--- config.mk ---
export PLATFORM = sky130hd
export DESIGN_NAME = ptw_top
export DESIGN_NICKNAME = d
export VERILOG_FILES = /design/src/rtl/ptw_pkg.sv /design/src/rtl/ptw_entry_chk.sv /design/src/rtl/ptw_addr_gen.sv /design/src/rtl/ptw_flag_upd.sv /design/src/rtl/ptw_top.sv
export SDC_FILE = /design/constraint.sdc
export NUM_CORES = 1
export LEC_CHECK = 0
export BUFFER_PORTS_ARGS = -buffer_cell sky130_fd_sc_hd__buf_2
export CAP_MARGIN = 5
export CORE_MARGIN = 3
export CORE_UTILIZATION = 50
export CTS_CLUSTER_DIAMETER = 40
export DETAILED_ROUTE_END_ITERATION = 16
export PLACE_DENSITY_LB_ADDON = 0.25
export SETUP_SLACK_MARGIN = 0.4
export SYNTH_ARGS = -nofsm -noshare
export SYNTH_HDL_FRONTEND = slang
export SYNTH_SLANG_ARGS = --single-unit
--- constraint.sdc ---
create_clock -name clk -period 4.2 [get_ports clk]
set_clock_uncertainty 0.05 [all_clocks]
set_input_delay 0.84 -clock clk [delete_from_list [all_inputs] [get_ports clk]]
set_output_delay 0.84 -clock clk [all_outputs]
set_load 0.005 [all_outputs]
--- src/rtl/ptw_pkg.sv ---
package ptw_pkg;
  localparam int PAGE_BITS = 12;
  localparam int ENTRY_LOG = 2;
  localparam int IDX_BITS  = PAGE_BITS - ENTRY_LOG;
  localparam int ADDR_W    = PAGE_BITS + 2 * IDX_BITS;
  localparam int FRAME_W   = ADDR_W - PAGE_BITS;
  localparam int LEVELS    = 2;

  localparam int BIT_PRESENT  = 0;
  localparam int BIT_WRITABLE = 1;
  localparam int BIT_USER     = 2;
  localparam int BIT_ACCESSED = 5;
  localparam int BIT_DIRTY    = 6;

  typedef enum logic [2:0] {
    ST_IDLE, ST_DIR, ST_TBL, ST_UPD, ST_RSP
  } walk_state_e;

  typedef enum logic [1:0] {
    FLT_NONE    = 2'd0,
    FLT_ABSENT  = 2'd1,
    FLT_WRPROT  = 2'd2,
    FLT_USRPROT = 2'd3
  } fault_e;
endpackage

--- src/rtl/ptw_entry_chk.sv ---
module ptw_entry_chk
  import ptw_pkg::*;
(
  input  logic [ADDR_W-1:0] entry,
  input  logic              is_write,
  input  logic              is_user,
  output logic              fault,
  output fault_e            cause
);
  always_comb begin
    cause = FLT_NONE;
    if (!entry[BIT_PRESENT])
      cause = FLT_ABSENT;
    else if (is_user && !entry[BIT_USER])
      cause = FLT_USRPROT;
    else if (is_user && is_write && !entry[BIT_WRITABLE])
      cause = FLT_WRPROT;
    fault = (cause != FLT_NONE);
  end
endmodule

--- src/rtl/ptw_addr_gen.sv ---
module ptw_addr_gen
  import ptw_pkg::*;
(
  input  logic [FRAME_W-1:0] base_frame,
  input  logic [ADDR_W-1:0]  vaddr,
  input  logic [FRAME_W-1:0] dir_frame,
  input  logic [FRAME_W-1:0] tbl_frame,
  output logic [ADDR_W-1:0]  dir_addr,
  output logic [ADDR_W-1:0]  tbl_addr,
  output logic [ADDR_W-1:0]  phys_addr
);
  localparam int HI_TOP = ADDR_W - 1;
  localparam int MID_TOP = ADDR_W - IDX_BITS - 1;

  assign dir_addr  = {base_frame, vaddr[HI_TOP -: IDX_BITS], {ENTRY_LOG{1'b0}}};
  assign tbl_addr  = {dir_frame, vaddr[MID_TOP -: IDX_BITS], {ENTRY_LOG{1'b0}}};
  assign phys_addr = {tbl_frame, vaddr[PAGE_BITS-1:0]};
endmodule

--- src/rtl/ptw_flag_upd.sv ---
module ptw_flag_upd
  import ptw_pkg::*;
#(
  parameter bit WITH_DIRTY = 1'b0
) (
  input  logic [ADDR_W-1:0] entry,
  input  logic              is_write,
  output logic              need_wb,
  output logic [ADDR_W-1:0] new_entry
);
  logic set_dirty;

  generate
    if (WITH_DIRTY) begin : g_dirty
      assign set_dirty = is_write;
    end else begin : g_nodirty
      assign set_dirty = 1'b0;
    end
  endgenerate

  always_comb begin
    new_entry = entry;
    new_entry[BIT_ACCESSED] = 1'b1;
    if (set_dirty) new_entry[BIT_DIRTY] = 1'b1;
    need_wb = (new_entry != entry);
  end
endmodule

--- src/rtl/ptw_top.sv ---
module ptw_top
  import ptw_pkg::*;
(
  input  logic                 clk,
  input  logic                 rst,
  input  logic                 paging_en,
  input  logic [ADDR_W-1:0]    base_reg,
  input  logic                 req_valid,
  output logic                 req_ready,
  input  logic [ADDR_W-1:0]    req_vaddr,
  input  logic                 req_write,
  input  logic                 req_user,
  output logic                 rsp_valid,
  output logic [ADDR_W-1:0]    rsp_paddr,
  output logic                 rsp_fault,
  output logic [1:0]           rsp_cause,
  output logic                 rsp_level,
  output logic                 mem_req_valid,
  output logic                 mem_req_we,
  output logic [ADDR_W-1:0]    mem_req_addr,
  output logic [ADDR_W-1:0]    mem_req_wdata,
  input  logic                 mem_rsp_valid,
  input  logic [ADDR_W-1:0]    mem_rsp_rdata
);
  walk_state_e                   state;
  logic [FRAME_W-1:0]            base_q;
  logic [ADDR_W-1:0]             va_q;
  logic                          wr_q, usr_q;
  logic                          pend;
  logic                          upd_lvl;
  logic [LEVELS-1:0][ADDR_W-1:0] ent_q;

  logic [ADDR_W-1:0]             dir_addr, tbl_addr, phys_addr;
  logic                          chk_fault;
  fault_e                        chk_cause;
  logic [LEVELS-1:0]             need_wb;
  logic [LEVELS-1:0][ADDR_W-1:0] new_ent;

  ptw_addr_gen u_addr (
    .base_frame (base_q),
    .vaddr      (va_q),
    .dir_frame  (ent_q[0][ADDR_W-1:PAGE_BITS]),
    .tbl_frame  (ent_q[1][ADDR_W-1:PAGE_BITS]),
    .dir_addr   (dir_addr),
    .tbl_addr   (tbl_addr),
    .phys_addr  (phys_addr)
  );

  ptw_entry_chk u_chk (
    .entry    (mem_rsp_rdata),
    .is_write (wr_q),
    .is_user  (usr_q),
    .fault    (chk_fault),
    .cause    (chk_cause)
  );

  generate
    for (genvar lv = 0; lv < LEVELS; lv++) begin : g_lvl
      ptw_flag_upd #(.WITH_DIRTY(lv == LEVELS - 1)) u_upd (
        .entry     (ent_q[lv]),
        .is_write  (wr_q),
        .need_wb   (need_wb[lv]),
        .new_entry (new_ent[lv])
      );
    end
  endgenerate

  assign req_ready = (state == ST_IDLE);

  always_ff @(posedge clk) begin
    mem_req_valid <= 1'b0;
    rsp_valid     <= 1'b0;
    if (rst) begin
      state         <= ST_IDLE;
      base_q        <= '0;
      va_q          <= '0;
      wr_q          <= 1'b0;
      usr_q         <= 1'b0;
      pend          <= 1'b0;
      upd_lvl       <= 1'b0;
      ent_q         <= '0;
      mem_req_we    <= 1'b0;
      mem_req_addr  <= '0;
      mem_req_wdata <= '0;
      rsp_paddr     <= '0;
      rsp_fault     <= 1'b0;
      rsp_cause     <= FLT_NONE;
      rsp_level     <= 1'b0;
    end else begin
      unique case (state)
        ST_IDLE: begin
          if (req_valid) begin
            base_q <= base_reg[ADDR_W-1:PAGE_BITS];
            va_q   <= req_vaddr;
            wr_q   <= req_write;
            usr_q  <= req_user;
            pend   <= 1'b0;
            if (!paging_en) begin
              rsp_paddr <= req_vaddr;
              rsp_fault <= 1'b0;
              rsp_cause <= FLT_NONE;
              rsp_level <= 1'b0;
              rsp_valid <= 1'b1;
              state     <= ST_RSP;
            end else begin
              state <= ST_DIR;
            end
          end
        end
        ST_DIR, ST_TBL: begin
          if (!pend) begin
            mem_req_valid <= 1'b1;
            mem_req_we    <= 1'b0;
            mem_req_addr  <= (state == ST_DIR) ? dir_addr : tbl_addr;
            pend          <= 1'b1;
          end else if (mem_rsp_valid) begin
            pend <= 1'b0;
            ent_q[state == ST_TBL] <= mem_rsp_rdata;
            if (chk_fault) begin
              rsp_paddr <= '0;
              rsp_fault <= 1'b1;
              rsp_cause <= chk_cause;
              rsp_level <= (state == ST_TBL);
              rsp_valid <= 1'b1;
              state     <= ST_RSP;
            end else if (state == ST_DIR) begin
              state <= ST_TBL;
            end else begin
              upd_lvl <= 1'b0;
              state   <= ST_UPD;
            end
          end
        end
        ST_UPD: begin
          if (!pend && need_wb[upd_lvl]) begin
            mem_req_valid <= 1'b1;
            mem_req_we    <= 1'b1;
            mem_req_addr  <= upd_lvl ? tbl_addr : dir_addr;
            mem_req_wdata <= new_ent[upd_lvl];
            pend          <= 1'b1;
          end else if (!pend || mem_rsp_valid) begin
            pend <= 1'b0;
            if (upd_lvl) begin
              rsp_paddr <= phys_addr;
              rsp_fault <= 1'b0;
              rsp_cause <= FLT_NONE;
              rsp_level <= 1'b0;
              rsp_valid <= 1'b1;
              state     <= ST_RSP;
            end else begin
              upd_lvl <= 1'b1;
            end
          end
        end
        ST_RSP:  state <= ST_IDLE;
        default: state <= ST_IDLE;
      endcase
    end
  end

  // Checker bookkeeping: a write-back was issued for the current request
  logic wb_seen;
  always_ff @(posedge clk) begin
    if (rst || (req_valid && req_ready)) wb_seen <= 1'b0;
    else if (mem_req_valid && mem_req_we) wb_seen <= 1'b1;
  end


  mem_pulse_chk: assert property (@(posedge clk) disable iff (rst)
    mem_req_valid |=> !mem_req_valid);

  busy_port_chk: assert property (@(posedge clk) disable iff (rst)
    mem_req_valid |-> !req_ready);

  bypass_chk: assert property (@(posedge clk) disable iff (rst)
    (req_valid && req_ready && !paging_en) |=>
      (rsp_valid && !rsp_fault && rsp_paddr == $past(req_vaddr)));

  offset_chk: assert property (@(posedge clk) disable iff (rst)
    (rsp_valid && !rsp_fault) |-> rsp_paddr[PAGE_BITS-1:0] == va_q[PAGE_BITS-1:0]);

  fault_cause_chk: assert property (@(posedge clk) disable iff (rst)
    (rsp_valid && rsp_fault) |-> rsp_cause != FLT_NONE);

  wb_accessed_chk: assert property (@(posedge clk) disable iff (rst)
    (mem_req_valid && mem_req_we) |-> mem_req_wdata[BIT_ACCESSED]);

  no_wb_on_fault_chk: assert property (@(posedge clk) disable iff (rst)
    (rsp_valid && rsp_fault) |-> !wb_seen);
endmodule

== Yosys cells after proc, flatten, opt, wreduce, memory -nomap -nowiden ==
Index checks and enable logic that the tools add are counted.
Storage, ports and cells
  register bits: 226
Cells by class
  magnitude comparators: 3
  eq/ne operators: 17
  mux-type cells: 85
  bitwise logic cells: 1
  reduce and logical (&&, ||, !) cells: 22
Operators by type and width (count)
  $mux 32: 15
  $pmux 32 s3: 1
  $bwmux 64: 1
  $pmux 32 s2: 1
  $mux 1: 38
  $demux 32 s1: 1
  $mux 3: 8
  $ne 2x2->1 const B: 12
  $mux 2: 11
  $pmux 1 s3: 4
  $pmux 3 s3: 1
  $reduce_and 3->1: 3
  $reduce_and 9->1: 1
  $reduce_and 7->1: 1
  $eq 3x2->1 const B: 2
  $pmux 1 s2: 3
  $pmux 2 s3: 1
  $reduce_and 6->1: 1
  $logic_and 1x1->1: 5
  $lt 1x2->1 const B: 2
  $reduce_and 2->1: 2
  $reduce_bool 2->1: 2
  $eq 3x1->1 const B: 1
  $logic_not 1->1: 3
  8 further kinds: 8

== Depth between registers and ports, before layout ==
Gate-level depths: netlist of the first run.
  depth after elaboration: 10
  gate-level depth with buffers: 9

== Hierarchy ==
From an unflattened synthesis of the first run, not the netlist that was laid out.
Unflattened totals
  cell total of the unflattened synthesis: 1203
  area, all modules: 10272.4 µm²
By module, submodules not included
  ptw_top: instances 1, cells each 1030, area each 8994.9 µm², seq. area each 4524.3 µm²
  ptw_addr_gen: instances 1, cells each 97, area each 724.4 µm², seq. area each 0.0 µm²
  ptw_flag_upd at g_lvl[1].u_upd: instances 1, cells each 35, area each 251.5 µm², seq. area each 0.0 µm²
  ptw_flag_upd at g_lvl[0].u_upd: instances 1, cells each 34, area each 247.7 µm², seq. area each 0.0 µm²
  ptw_entry_chk: instances 1, cells each 7, area each 53.8 µm², seq. area each 0.0 µm²

== Worst setup path before layout of the first run ==
No wires, ideal clock.
  path type: input port to flip-flop
  from: input mem_rsp_rdata[1]
  to: register rsp_paddr[13]
  setup time: 81 ps
  data arrival time: 2078 ps
  setup slack: 1991 ps
  cell stages on the path: 8
  path buffers: 2
  path through: nand2b_1 -> a21o_1 -> a31oi_1 -> o21a_1 -> buf_2 -> buf_2 -> a21oi_1 -> a211oi_2
Between the ends
  longest elaborated chain between the ends: 8
Ends and longest elaborated chain
  from (decl): RTL line ptw_top.sv:23  | input logic [ADDR_W-1:0] mem_rsp_rdata
  $logic_not 1->1: RTL line ptw_entry_chk.sv:16  | else if (is_user && is_write && !entry[BIT_WRITABLE])
  $logic_and 1x1->1: RTL line ptw_entry_chk.sv:16
  $mux 2: RTL line ptw_entry_chk.sv:16
  $mux 2: RTL line ptw_entry_chk.sv:14  | else if (is_user && !entry[BIT_USER])
  $mux 2: RTL line ptw_entry_chk.sv:12  | if (!entry[BIT_PRESENT])
  $reduce_bool 2->1: RTL line ptw_entry_chk.sv:18  | fault = (cause != FLT_NONE);
  $ne 2x2->1 (no source line)
  $reduce_and 9->1 (no source line)
  to (signal assigned): RTL line ptw_top.sv:99  | rsp_paddr <= req_vaddr;
  to (signal assigned): RTL line ptw_top.sv:144  | rsp_paddr <= phys_addr;
  to (decl): RTL line ptw_top.sv:14  | output logic [ADDR_W-1:0] rsp_paddr,
Every way passes these cells.
A chain may end at the register's enable or synchronous reset.

== Final worst setup path of the first run ==
  from: register state[0]
  to: register mem_req_wdata[11]
Between the ends
  longest elaborated chain between the ends: 2
Ends and longest elaborated chain
  from (decl): RTL line ptw_top.sv:25  | walk_state_e state;
  from (signal assigned): RTL line ptw_top.sv:74  | state <= ST_IDLE;
  from (signal assigned): RTL line ptw_top.sv:104  | state <= ST_RSP;
  from (signal assigned): RTL line ptw_top.sv:106  | state <= ST_DIR;
  $eq 3x2->1: RTL line ptw_top.sv:90  | unique case (state)
  $reduce_and 2->1 (no source line)
  to (signal assigned): RTL line ptw_top.sv:139  | mem_req_wdata <= new_ent[upd_lvl];
  to (decl): RTL line ptw_top.sv:21  | output logic [ADDR_W-1:0] mem_req_wdata,
Every way passes these cells.

==> flow_metrics.py, run 1 <==
metrics = {
    "synth": {
        "synth.mux.area_fraction_pct": 6.89,
        "synth_edf_count": 0,
        "synth-async-reset-ratio_pct": 0,
        "yosysUniqueCellTypes": 40,
        "synth_largest_area_cell": "dfxtp_1",
        "synthSimpleGateAreaFrac_pct": 15.6,
        "synth_top_family_by_area": "compound AO/OA/AOI/OAI gates",
        "ys_warn_count": 0,
        "synth_area_per_cell_um2": 8.65,
        "synth_common_cells": "nand2_1 (243), dfxtp_1 (224), a21oi_1 (157), nor2_1 (74), a211oi_1 (65)",
        "yosysMostFrequentCell": "nand2_1",
        "synth-xor-area-share_pct": 0,
        "synth_compound_area_share_pct": 22.4,
        "synth_area_leaders": "dfxtp_1 (50%), nand2_1 (10%), a21oi_1 (8.7%), mux2i_1 (6.9%), a211oi_1 (5.4%)",
        "synth-adder-area-share_pct": 0,
        "synth_ff_type": "dfxtp_1",
        "syn_inst": 1042,
        "synth_top_area_share_pct": 49.8,
        "syn_area_um2": 9010,
        "synth-seq-area-share_pct": 49.8,
        "ys_ff_latch": 224,
    },
    "layout": {
        "multi_input_area_um2": 4070,
        "regArea_um2": 4490,
        "nets": 1293,
        "layout-drive-gt1-share_pct": 25.3,
        "fillerInstances": 1494,
        "fin_util_pct": 63.8,
        "syn_to_final_growth_pct": 23.8,
        "fin_cells": 1442,
    },
    "timing": {
        "slew_violations": 0,
        "fmax_ghz": 0.351,
        "layout_setup_ws_ps": 1350,
        "fin_crit_sh_pct": 67.8,
        "period_needed_ps": 2850,
        "hold_violations": 0,
        "slew_headroom_pct": 26.1,
        "tns_ps": 0,
        "worst_slew_pin_slew_ps": 1100,
        "rsz0062_at_grt": "no",
        "setup_viol": 0,
    },
    "clocking": {
        "post_cts_buffers": 0,
        "cts.clk_slew.worst_paths_ps": 60,
        "numClockSinks": 224,
        "htreeDepth": 1,
        "cts_tree": "yes",
        "clk_path_buf_depth": 3,
        "cts.repair.resized": 0,
        "cts-root-buf": "clkbuf_16",
        "cts_buffers": 31,
        "cts_hold_buf": 0,
        "clock_latency_ps": 540,
    },
    "pwr": {
        "peakVddDrop_v": 0.000536,
        "finalPower_w": 0.00597,
        "pwr_density_cell_nw_per_um2": 535,
        "leakage_nw": 4.26,
    },
    "critical_path": {
        "crit_fanout": 28,
        "critPathTopFamily": "simple AND/OR/NAND/NOR gates",
        "worst_path_max_delay_cell": "nor2_2",
        "arrival_ps": 3250,
        "crit_required_ps": 4600,
        "cp_slowest_stage_delay_ps": 690,
        "endpoint_kind": "flop",
        "worstPathCellList": "nand2_2 > nor2_2 > and3_2 > buf_4 > nor2_1 > a211oi_1",
        "path_buf_inv": 1,
        "start_kind": "flop",
        "critPathKind": "flop to flop",
    },
    "floorplanning": {
        "design.core.area_um2": 17500,
        "rows": 48,
        "io_pins": 207,
        "die_width_um": 140,
        "initial_core_util_pct": 51.5,
        "die_area_um2": 19700,
        "chipHeight_um": 140,
    },
    "placed_design": {
        "port_buffers": 192,
        "pre_cts_slack_ps": 1370,
        "gp_congestion": 0.860,
        "placedCellCount": 1382,
        "dp_hpwl_um": 16900,
    },
    "detailed_routing": {
        "routed_via_density": 5.51,
        "ant_nets": 0,
        "firstDrtPassIters": 5,
        "wl_per_cell_um": 17.7,
        "drt_iter0_drc": 628,
        "drc": 0,
        "vias": 7949,
        "drt_wl_total_um": 25500,
    },
    "global_routing": {
        "grt_overflow": 0,
        "grt_pass1_vias": 7404,
        "grt_antenna_before_repair": 3,
        "grt_pass1_wl_um": 40300,
        "grt_use_total_pct": 25.1,
        "grt_max_degree": 110,
    },
    "run": {
        "cap_violations": 0,
    },
    "hold_path": {
        "hold_path_class": "flop to flop",
    },
    "outcome": {
        "status": "complete, no violations",
    },
}
==> routing by layer <==
layer	wire length [um]	part of all wire, %	up-vias	global-route usage (%)
met5	24	0.094	-	0
met4	643	2.5	4	7.29
met3	2100	8.2	47	6.25
met2	11800	46	281	40.2
met1	10900	43	3701	33.7
li1	-	-	3916	-
==> stage by stage <==
stage | instance area [um^2] | hold slack, ps
after CTS | 11100 | 404
after floorplan | 9010 | 386
after global placement | 9960 | 391
after detailed placement | 9960 | 396
after global routing | 11100 | 416
final | 11200 | 401
==> flip-flops by register name, summed over array words and instances (netlist names) <==
register / flops
state: 3
upd_lvl: 1
mem_req_we: 1
usr_q: 1
mem_req_valid: 1
rsp_fault: 1
ent_q: 64
va_q: 32
rsp_valid: 1
rsp_cause: 2
rsp_paddr: 32
mem_req_wdata: 32
rsp_level: 1
pend: 1
mem_req_addr: 30
wr_q: 1
base_q: 20
==> placed cells by master (no fill, tap or decap), drive strengths merged, types with 2 or more instances in the layout <==
cell type	count
nand2	244
dfxtp	224
buf	208
a21oi	157
a211oi	93
nor2	76
mux2i	62
clkbuf	39
a22oi	32
inv	9
bufinv	8
o21ai	8
nand2b	7
nand3	5
clkinvlp	5
and3	4
o21a	4
clkinv	4
nor2b	3
nor3	3
and2	3
diode	2
nor4	2
a21o	2
o31ai	2
nand4	2
a31oi	2
conb	2
==> area by class of cell <==
class | count | share of cell area [%]
Antenna cell | 2 | 0.0449
Clock buffer | 39 | 7.76
Clock inverter | 19 | 2.89
Inverter | 7 | 0.236
Multi-Input combinational cell | 718 | 36.5
Sequential cell | 224 | 40.2
Tap cell | 225 | 2.52
Timing Repair Buffer | 208 | 9.86
==> cell families after synthesis <==
group                  Yosys count
other                            1
AND/OR/NAND/NOR                350
multiplexers                    62
AO/OA/AOI/OAI                  304
buffers and inverters          101
flip-flops                     224
==> worst min-delay path: cells and delay by family, from the launching register on <==
kind	cells	cell delay [ps]
flops	1	300
simple gates	1	50
compound gates	1	50
==> power breakdown <==
part	internal [W]	leakage [nW]	switching, W
Clock	0.00195	0.566	0.000974
Sequential	0.00226	1.82	0.0000850
Combinational	0.000269	1.87	0.000429
Total	0.00448	4.26	0.00149
==> worst paths after layout <==
check / start / end / slack [ps] / cells after the start
worst max register to register: state[0] / mem_req_wdata[11] / 1350 / 6
worst max-delay path: state[0] / mem_req_wdata[11] / 1350 / 6
worst min register to register: ent_q[11] / ent_q[11] / 400 / 2
worst min-delay path: ent_q[11] / ent_q[11] / 400 / 2
No activity file was read; power rests on OpenSTA's default activity.
==> inputs of run 2 (changes only) <==
- ABC_AREA: default -> 1
- clock period: 4.2 -> 2.7 ns (I/O delays scaled with it)
==> flow_metrics.py, run 2 <==
metrics = {
    "critical_path": {
        "crit_top_cell": "nor2_1",
        "critPathKind": "flop to flop",
        "start_kind": "flop",
        "r2r-end": "mem_req_addr[27]",
        "endpoint_kind": "flop",
        "crit_required_ps": 3080,
        "worstPathCellList": "buf_6 > nor2_1 > inv_2 > nand2_2 > buf_4 > nand2_1 > o21ai_0 > nor2_1 > nor2_1",
        "crit_fanout": 48,
        "reg2reg_depth": 9,
        "r2r_slack_ps": 650,
        "worst_path_max_delay_cell": "dfxtp_2",
        "r2r-start": "upd_lvl",
        "arrival_ps": 2430,
        "cp_slowest_stage_delay_ps": 490,
    },
    "pwr": {
        "p_seq_share_pct": 41.3,
        "pwr_density_cell_nw_per_um2": 784,
        "switching_power_w": 0.00228,
        "intPower_w": 0.00654,
        "switching_share_pct": 25.8,
        "leakage_nw": 5.01,
        "peakVddDrop_v": 0.000581,
        "combPwrFrac_pct": 11.6,
        "clkPwrFrac_pct": 47.1,
        "finalPower_w": 0.00881,
    },
    "global_routing": {
        "use_met3_pct": 5.66,
        "met2_usage_pct": 35.7,
        "top_usage_layer": "met2",
        "grt_pass1_vias": 7540,
        "grt_max_degree": 77,
        "grt_antenna_before_repair": 5,
        "grt_util_met1_pct": 33.2,
        "grt_overflow": 0,
        "grt_use_total_pct": 23.5,
        "grt_pass1_wl_um": 38600,
    },
    "layout": {
        "layout-drive-gt1-share_pct": 19.3,
        "final_cell_mix": "nand2_1 (255), o21ai_0 (243), dfxtp_1 (223)",
        "layout_commonest_cell": "nand2_1",
        "largest_reg_flops": 64,
        "nets": 1557,
        "top_register": "ent_q",
        "syn_to_final_growth_pct": 23.2,
    },
    "clocking": {
        "cts_tree": "yes",
        "cts_buffers": 31,
        "htreeDepth": 1,
        "clock_latency_ps": 540,
        "post_cts_buffers": 0,
        "cts.clk_slew.worst_paths_ps": 60,
        "numClockSinks": 224,
        "cts-root-buf": "clkbuf_16",
        "clk_path_buf_depth": 3,
    },
    "synth": {
        "synth-async-reset-ratio_pct": 0,
        "yosysUniqueCellTypes": 22,
        "synth_ff_type": "dfxtp_1",
        "ys_ff_latch": 224,
        "synth_top_area_share_pct": 49.1,
        "synth_largest_area_cell": "dfxtp_1",
        "synth_common_cells": "nand2_1 (256), o21ai_0 (243), dfxtp_1 (224), nor2_1 (199), inv_1 (130)",
        "syn_inst": 1302,
        "synth_area_leaders": "dfxtp_1 (49%), o21ai_0 (13%), nand2_1 (11%), nor2_1 (8.2%), a21oi_1 (6.9%)",
        "ys_warn_count": 0,
        "synth-seq-area-share_pct": 49.1,
        "yosysMostFrequentCell": "nand2_1",
        "syn_area_um2": 9130,
        "synth_area_per_cell_um2": 7.01,
        "synth_edf_count": 0,
    },
    "floorplanning": {
        "initial_core_util_pct": 51.9,
        "die_area_um2": 19900,
        "chipHeight_um": 141,
        "io_pins": 207,
        "die_width_um": 141,
        "design.core.area_um2": 17600,
        "rows": 48,
    },
    "detailed_routing": {
        "wl_per_cell_um": 14.3,
        "ant_nets": 0,
        "routed_via_density": 5.05,
        "drc": 0,
        "drt_iter0_drc": 489,
        "firstDrtPassIters": 5,
        "vias": 8590,
        "drt_wl_total_um": 24400,
    },
    "placed_design": {
        "dp_hpwl_um": 16100,
        "gp_congestion": 0.882,
        "port_buffers": 192,
    },
    "outcome": {
        "status": "complete, no violations",
    },
    "hold_path": {
        "min_path_cells": 3,
        "hold_start": "base_reg[23]",
        "holdPathEnd": "base_q[11]",
        "hold_path_class": "primary input to flop",
    },
    "timing": {
        "period_needed_ps": 2050,
        "fin_crit_sh_pct": 75.9,
        "slew_violations": 0,
        "fmax_ghz": 0.488,
        "worst_slew_pin_slew_ps": 888,
        "slew_headroom_pct": 40.8,
        "hold_violations": 0,
        "setup_viol": 0,
        "rsz0062_at_grt": "no",
        "tns_ps": 0,
    },
    "run": {
        "cap_violations": 0,
    },
}
==> run 2: stage by stage <==
step                area [um^2]  hold WS [ps]  setup slack (ps)  cells  util, %
detailed placement        10200           386               349   1646     57.8
CTS                       11200           163               438   1699     63.8
global route              11200           175               398   1699     63.9
finish                    11200           173               652   1700     63.9
global placement          10200           381               412   1646     57.8
floorplan                  9130           374              1130   1303        -
==> run 2: metal layers <==
layer / up-vias / routed length [um]
met1: 3798 / 11200
met2: 310 / 10500
met3: 54 / 2060
met5: - / 56
met4: 10 / 595
li1: 4418 / -
==> run 2: power by group through the flow <==
stage	registers [W]	clock network [W]	logic, W
final	0.00364	0.00416	0.00102
after global routing	0.00366	0.00435	0.00117
after CTS	0.00364	0.00420	0.00103
after detailed placement	0.00370	0	0.00102
after global placement	0.00370	0	0.000999
after floorplan	0.00369	0	0.000663
==> run 2: kinds of logic (layout without fill, tap and decap cells) <==
family | Yosys count | count (layout) | share of synthesized area, %
other cells | 1 | 3 | 0.0411
compound gates | 371 | 371 | 20.4
simple gates | 477 | 477 | 20.3
flops | 224 | 224 | 49.1
buf+inv | 229 | 400 | 10.1
==> run 2: what timing repair did <==
action | 4_1_cts | 5_1_grt
gates resized for setup | 1 | 3
cloned | 0 | 0
endpoints found under the setup margin | 28 | 63
hold buffers | 0 | 0
==> run 2: how the worst max path moves through the flow <==
stage / startpoint / to
global placement: state[1] / mem_req_addr[4]
finish: upd_lvl / mem_req_addr[27]
CTS: state[1] / mem_req_wdata[0]
floorplan: mem_rsp_rdata[2] / rsp_valid
global route: state[1] / mem_req_addr[9]
detailed placement: state[1] / mem_req_addr[6]
==> run 2: worst max-delay path, delay by kind of cell (launching register included) <==
kind / cells / cell delay, ps
DFF: 1 / 490
and+or+nand+nor: 5 / 530
buffers and inverters: 3 / 730
AOI/OAI and AO/OA: 1 / 70
==> run 2: area by class of cell <==
type | count | area (um^2)
timing repair buffer | 206 | 1130
inverter | 141 | 533
multi-input combinational | 850 | 3750
sequential | 224 | 4490
antenna | 1 | 2.50
tap | 225 | 282
fill | 1625 | 6350
clock inverter | 19 | 254
clock buffer | 34 | 807
